==> src/rtl/vpg_pkg.sv <==
package vpg_pkg;
  typedef enum logic {
    VD_COMMIT = 1'b0,
    VD_SQUASH = 1'b1
  } verdict_e;
endpackage

==> src/rtl/vpg_order.sv <==
module vpg_order #(
  parameter int ENTRIES = 8,
  localparam int IDX_W = $clog2(ENTRIES),
  localparam int CNT_W = $clog2(ENTRIES + 1)
) (
  input  logic             clk,
  input  logic             rst_n,
  input  logic             clear,
  input  logic             push,
  input  logic             pop,
  output logic [IDX_W-1:0] head,
  output logic [IDX_W-1:0] tail,
  output logic [CNT_W-1:0] count
);
  function automatic logic [IDX_W-1:0] bump(input logic [IDX_W-1:0] p);
    return (p == IDX_W'(ENTRIES - 1)) ? '0 : p + 1'b1;
  endfunction

  always_ff @(posedge clk) begin
    if (!rst_n || clear) begin
      head  <= '0;
      tail  <= '0;
      count <= '0;
    end else begin
      if (push) tail <= bump(tail);
      if (pop)  head <= bump(head);
      count <= count + CNT_W'(push) - CNT_W'(pop);
    end
  end

  a_r1_count_bound: assert property (@(posedge clk) disable iff (!rst_n)
    count <= CNT_W'(ENTRIES));
  a_r1_no_push_full: assert property (@(posedge clk) disable iff (!rst_n)
    push |-> count < CNT_W'(ENTRIES));
  a_r8_no_pop_empty: assert property (@(posedge clk) disable iff (!rst_n)
    pop |-> count != '0);
endmodule

==> src/rtl/vpg_entry.sv <==
module vpg_entry #(
  parameter int ADDR_W    = 32,
  parameter int DATA_W    = 32,
  parameter int TAG_W     = 8,
  parameter int LINE_BITS = 6
) (
  input  logic              clk,
  input  logic              rst_n,
  input  logic              clr,
  input  logic              load,
  input  logic [TAG_W-1:0]  ld_tag,
  input  logic [ADDR_W-1:0] ld_addr,
  input  logic [DATA_W-1:0] ld_pred,
  input  logic              snp_valid,
  input  logic              snp_remote,
  input  logic [ADDR_W-1:0] snp_addr,
  input  logic              ret_valid,
  input  logic [TAG_W-1:0]  ret_tag,
  input  logic [DATA_W-1:0] ret_data,
  output logic              busy,
  output logic              done,
  output logic              bad,
  output logic [TAG_W-1:0]  tag_o
);
  logic [ADDR_W-1:0] line_q;
  logic [DATA_W-1:0] pred_q;
  logic              snp_hit, ret_hit;

  // line compare ignores the offset bits inside a cache line
  assign snp_hit = busy && snp_valid && snp_remote &&
                   ((snp_addr >> LINE_BITS) == line_q);
  assign ret_hit = busy && !done && ret_valid && (ret_tag == tag_o);

  always_ff @(posedge clk) begin
    if (!rst_n || clr) begin
      busy   <= 1'b0;
      done   <= 1'b0;
      bad    <= 1'b0;
      tag_o  <= '0;
      line_q <= '0;
      pred_q <= '0;
    end else if (load) begin
      busy   <= 1'b1;
      done   <= 1'b0;
      bad    <= 1'b0;
      tag_o  <= ld_tag;
      line_q <= ld_addr >> LINE_BITS;
      pred_q <= ld_pred;
    end else begin
      if (snp_hit) bad <= 1'b1;
      if (ret_hit) begin
        done <= 1'b1;
        if (ret_data != pred_q) bad <= 1'b1;
      end
    end
  end

  a_r4_remote_marks: assert property (@(posedge clk) disable iff (!rst_n)
    (busy && snp_valid && snp_remote && ((snp_addr >> LINE_BITS) == line_q) && !clr)
    |=> bad);
  a_r3_mismatch_marks: assert property (@(posedge clk) disable iff (!rst_n)
    (ret_hit && (ret_data != pred_q) && !clr) |=> (bad && done));
  a_r5_local_quiet: assert property (@(posedge clk) disable iff (!rst_n)
    (busy && !clr && !load && !ret_hit && !(snp_valid && snp_remote)) |=> $stable(bad));
  a_r6_same_edge: assert property (@(posedge clk) disable iff (!rst_n)
    (snp_hit && ret_hit && !clr) |=> bad);
  a_r12_done_holds: assert property (@(posedge clk) disable iff (!rst_n)
    (busy && done && !clr) |=> (done && $stable(tag_o)));
endmodule

==> src/rtl/vp_load_guard.sv <==
module vp_load_guard #(
  parameter int ENTRIES   = 8,
  parameter int ADDR_W    = 32,
  parameter int DATA_W    = 32,
  parameter int TAG_W     = 8,
  parameter int LINE_BITS = 6,
  localparam int IDX_W    = $clog2(ENTRIES),
  localparam int CNT_W    = $clog2(ENTRIES + 1)
) (
  input  logic              clk,
  input  logic              rst_n,
  input  logic              flush,
  input  logic              alloc_valid,
  output logic              alloc_ready,
  input  logic [TAG_W-1:0]  alloc_tag,
  input  logic [ADDR_W-1:0] alloc_addr,
  input  logic [DATA_W-1:0] alloc_pred,
  input  logic              ret_valid,
  input  logic [TAG_W-1:0]  ret_tag,
  input  logic [DATA_W-1:0] ret_data,
  input  logic              snp_valid,
  input  logic              snp_remote,
  input  logic [ADDR_W-1:0] snp_addr,
  output logic              vd_valid,
  output logic              vd_squash,
  output logic [TAG_W-1:0]  vd_tag,
  output logic [IDX_W-1:0]  vd_idx
);
  import vpg_pkg::*;

  logic [IDX_W-1:0] head, tail;
  logic [CNT_W-1:0] occ;
  logic             accept, retire, wipe, full;
  logic [ENTRIES-1:0] busy_v, done_v, bad_v;
  logic [TAG_W-1:0]   tag_v [ENTRIES];
  verdict_e           kind;

  assign full        = (occ == CNT_W'(ENTRIES));
  assign kind        = bad_v[head] ? VD_SQUASH : VD_COMMIT;
  assign vd_valid    = busy_v[head] && done_v[head] && !flush;
  assign vd_squash   = (kind == VD_SQUASH);
  assign vd_tag      = tag_v[head];
  assign vd_idx      = head;
  assign alloc_ready = !full && !flush && !(vd_valid && vd_squash);
  assign accept      = alloc_valid && alloc_ready;
  assign retire      = vd_valid && !vd_squash;
  assign wipe        = flush || (vd_valid && vd_squash);

  vpg_order #(.ENTRIES(ENTRIES)) u_order (
    .clk   (clk),
    .rst_n (rst_n),
    .clear (wipe),
    .push  (accept),
    .pop   (retire),
    .head  (head),
    .tail  (tail),
    .count (occ)
  );

  for (genvar i = 0; i < ENTRIES; i++) begin : g_slot
    vpg_entry #(
      .ADDR_W(ADDR_W), .DATA_W(DATA_W), .TAG_W(TAG_W), .LINE_BITS(LINE_BITS)
    ) u_entry (
      .clk        (clk),
      .rst_n      (rst_n),
      .clr        (wipe || (retire && head == IDX_W'(i))),
      .load       (accept && tail == IDX_W'(i)),
      .ld_tag     (alloc_tag),
      .ld_addr    (alloc_addr),
      .ld_pred    (alloc_pred),
      .snp_valid  (snp_valid),
      .snp_remote (snp_remote),
      .snp_addr   (snp_addr),
      .ret_valid  (ret_valid),
      .ret_tag    (ret_tag),
      .ret_data   (ret_data),
      .busy       (busy_v[i]),
      .done       (done_v[i]),
      .bad        (bad_v[i]),
      .tag_o      (tag_v[i])
    );
  end

  a_r1_full_blocks: assert property (@(posedge clk) disable iff (!rst_n)
    full |-> !alloc_ready);
  a_r8_slot_freed: assert property (@(posedge clk) disable iff (!rst_n)
    vd_valid |=> !busy_v[$past(head)]);
  a_r9_squash_empties: assert property (@(posedge clk) disable iff (!rst_n)
    (vd_valid && vd_squash) |=> (occ == '0 && busy_v == '0));
  a_r10_flush_empties: assert property (@(posedge clk) disable iff (!rst_n)
    flush |=> (occ == '0 && !vd_valid));
  a_r11_after_reset: assert property (@(posedge clk)
    !rst_n |=> (!vd_valid && alloc_ready));
endmodule

==> config.mk <==
export PLATFORM = sky130hd
export DESIGN_NAME = vp_load_guard
export DESIGN_NICKNAME = d
export VERILOG_FILES = /design/src/rtl/vpg_pkg.sv /design/src/rtl/vpg_order.sv /design/src/rtl/vpg_entry.sv /design/src/rtl/vp_load_guard.sv
export SDC_FILE = /design/constraint.sdc
export NUM_CORES = 2
export LEC_CHECK = 0
export BUFFER_PORTS_ARGS = -buffer_cell sky130_fd_sc_hd__buf_2
export CORE_UTILIZATION = 41
export DETAILED_ROUTE_END_ITERATION = 8
export SETUP_SLACK_MARGIN = 0.2
export SLEW_MARGIN = 20
export SYNTH_ARGS = -nofsm -noshare
export SYNTH_HDL_FRONTEND = slang
export SYNTH_SLANG_ARGS = --single-unit
==> constraint.sdc <==
create_clock -name clk -period 5 [get_ports clk]
set_input_delay 0 -clock clk [delete_from_list [all_inputs] [get_ports clk]]
set_output_delay 0 -clock clk [all_outputs]
set_load 0.03 [all_outputs]
==> results.sh <==
export IMPL_status="complete, no violations"
export IMPL_multiInputGateArea_mm2=0.0197
export IMPL_nNetsFinal=3595
export IMPL_ir_worst_vdd_v=0.000279
export IMPL_fillers=7659
export IMPL_setup_violations=0
export IMPL_pre_cts_ws_ns=1.23
export IMPL_postRouteAntennaNets=0
export IMPL_grt_pass1_vias=25400
export IMPL_power_uw=10200
export IMPL_p_leak_uw=0.0115
export IMPL_root_buffer="clkbuf_16"
export IMPL_hold_viol_final=0
export IMPL_cts_tree="yes"
export IMPL_syn2layout_area_growth_pct=9.06
export IMPL_drtIter0Drc=2800
export IMPL_rsz0062_at_grt="false"
export IMPL_maxCapViolations=0
export IMPL_finalCriticalPeriod_ns=3.83
export IMPL_grt_pass1_wl_mm=172
export IMPL_htreeDepth=3
export IMPL_grt_start_max_net_pins=246
export IMPL_slew_viol_final=0
export IMPL_syn_nets=3792
export IMPL_antenna_found_initial=9
export IMPL_netlist_area_mm2=0.0331
export IMPL_start_util=0.417
export IMPL_synthCells=3623
export IMPL_worst_pin_slew_ns=1.23
export IMPL_die_h_um=286
export IMPL_crit_fanout=119
export IMPL_seq_area_mm2=0.0113
export IMPL_worstPathArrival_ns=4.37
export IMPL_core_area_mm2=0.0795
export IMPL_syn_avg_cell_area_um2=9.14
export IMPL_synth_warning_count=0
export IMPL_final_setup_tns_ns=0
export IMPL_layoutNonFillerInstCount=4524
export IMPL_io_pins=165
export IMPL_vias_per_cell=6.11
export IMPL_route_detailed_drc=0
export IMPL_crit_path_cell_trace="inv_1 > mux4_2 > o22a_4 > buf_4 > buf_4 > o211ai_1 > mux2i_1"
export IMPL_power_density_mw_per_mm2=283
export IMPL_crit_required_ns=5.54
export IMPL_wl_per_cell_um=25.9
export IMPL_critPathSlowestCell="buf_4"
export IMPL_fin_crit_sh=0.766
export IMPL_gp_congestion=0.856
export IMPL_grt_ovfl_total=0
export IMPL_hp_class="in -> reg"
export IMPL_drt_first_pass_iters=5
export IMPL_postCtsSetupRepairBufs=0
export IMPL_synth_seq_cells=562
export IMPL_num_rows=103
export IMPL_die_w_um=286
export IMPL_dpl_cell_count=4389
export IMPL_crit_type="reg -> reg"
export IMPL_crit_top_cell="buf_4"
export IMPL_cts_buffers=66
export IMPL_setup_slack_ns=1.17
export IMPL_maxSlewHeadroom=0.175
export IMPL_dieArea_mm2=0.0820
export IMPL_r2r_setup_slack_ns=1.17
export IMPL_crit_path_max_incr_delay_ns=0.85
export IMPL_clock_path_buffers=3
export IMPL_io_buffers=152
export IMPL_yosys_cell_types_count=43
export IMPL_cts_resized_gates=0
export IMPL_clock_sinks=562
export IMPL_holdBufCountCts=19
export IMPL_clk_latency_ns=0.62
export IMPL_cp_start_kind="register"
export IMPL_via_count=27600
export IMPL_finClkSkew_ns=0.0288
export IMPL_grt_use_total=0.277
export IMPL_drive_gt1_frac=0.105
export IMPL_dpl_hpwl_mm=75.1
export IMPL_synth_seq_area_share=0.340
export IMPL_wl_mm=117
export IMPL_cts_clk_slew_worst_paths_ns=0.06
export IMPL_worstSetupEndpointType="register"
export IMPL_max_freq_mhz=261
## worst paths after layout
| check | endpoint | start | depth (start not counted) |
|---|---|---|---|
| max | g_slot[1].u_entry.pred_q[14]$_SDFFE_PP0P_ | u_order.head[1]$_SDFFE_PP0P_ | 7 |
| min | g_slot[0].u_entry.line_q[23]$_SDFFE_PP0P_ | alloc_addr[29] | 4 |
| max reg2reg | g_slot[1].u_entry.pred_q[14]$_SDFFE_PP0P_ | u_order.head[1]$_SDFFE_PP0P_ | 7 |
| min reg2reg | g_slot[6].u_entry.done$_SDFFE_PP0P_ | g_slot[6].u_entry.done$_SDFFE_PP0P_ | 2 |
## logic make-up after synthesis
| logic type | after synthesis | synth area share |
|---|---|---|
| AO/OA/AOI/OAI | 1123 | 0.214 |
| XOR/XNOR | 530 | 0.140 |
| adder cells (fa/ha/maj) | 18 | 0.00702 |
| buffers and inverters | 515 | 0.0692 |
| flip-flops | 562 | 0.340 |
| multiplexers | 550 | 0.174 |
| AND/OR/NAND/NOR | 325 | 0.0560 |
## layer usage
metal	GRT usage	routed length (um)
met5	0	80
met4	0.0971	4140
met3	0.0337	7190
met2	0.445	54400
met1	0.380	51400
## final cells by class
cell class              instances  area share
diodes                          3    0.000208
clock buffers                  98      0.0543
clock inverters                15     0.00478
inverters                      16     0.00166
multi-input cells            2546       0.546
flip-flops and latches        562       0.311
well taps                    1050      0.0364
repair buffers                234      0.0449
## per-stage QoR
step	hold WS, ns	cell area (um2)	utilization
after floorplan	0.112	33100	-
after global placement	0.486	33800	0.425
after detailed placement	0.494	33800	0.425
after CTS	0.00233	36100	0.454
after global routing	0.0164	36100	0.454
final	0.00538	36100	0.454
## cell usage after synthesis (all sizes together)
library cell    n  area, um2
a31oi           8       50.1
nor3           24        120
fa              1       20.0
nor2           22       85.1
o22a            1       8.76
nand4          64        400
a21boi          1       7.51
o21bai          1       18.8
nor2b           2       12.5
o2111a          3       33.8
or2             1       6.26
nor4           80        500
ha             17        213
inv            16       60.1
a21o            1       7.51
o21ai         546       2740
mux2i         530       5310
buf           191       1080
mux4           20        454
nand4b          8       70.1
nand2b          1       6.26
dfxtp         562      11300
o21ba           8       80.1
o211ai        528       3960
nand2          35        131
a21oi          14        100
xor2          298       2610
xnor2         232       2030
clkbuf        308       1160
nand3          21        105
a211oi         12       90.1
and2           67        419
## placed cells by master, fill, tap and decap left out, types with 64 or more instances in the layout
master       n
o21ai_0    537
clkbuf_16   67
buf_2      152
and2_1      66
nand4_1     64
o211ai_1   528
nor4_1      80
mux2i_1    530
dfxtp_1    562
xnor2_1    232
xor2_1     298
## flip-flops by register name (all words and copies together) (netlist names)
register,count
g_slot.u_entry.bad,8
g_slot.u_entry.busy,8
g_slot.u_entry.done,8
g_slot.u_entry.line_q,208
g_slot.u_entry.pred_q,256
g_slot.u_entry.tag_o,64
u_order.count,4
u_order.head,3
u_order.tail,3
## power breakdown
part	internal (uW)	total (uW)	switching, uW
sequential	4490	4510	12.8
combinational	264	820	556
clock	2830	4890	2060
total	7590	10200	2630
## critical path, delay by kind of cell, from the launching register on
kind / cells / cell delay, ns
flip-flops: 1 / 0.65
buffers and inverters: 3 / 1.55
multiplexers: 2 / 0.58
AO/OA/AOI/OAI: 2 / 0.80
Note: power is estimated with default switching activity, not from simulation.
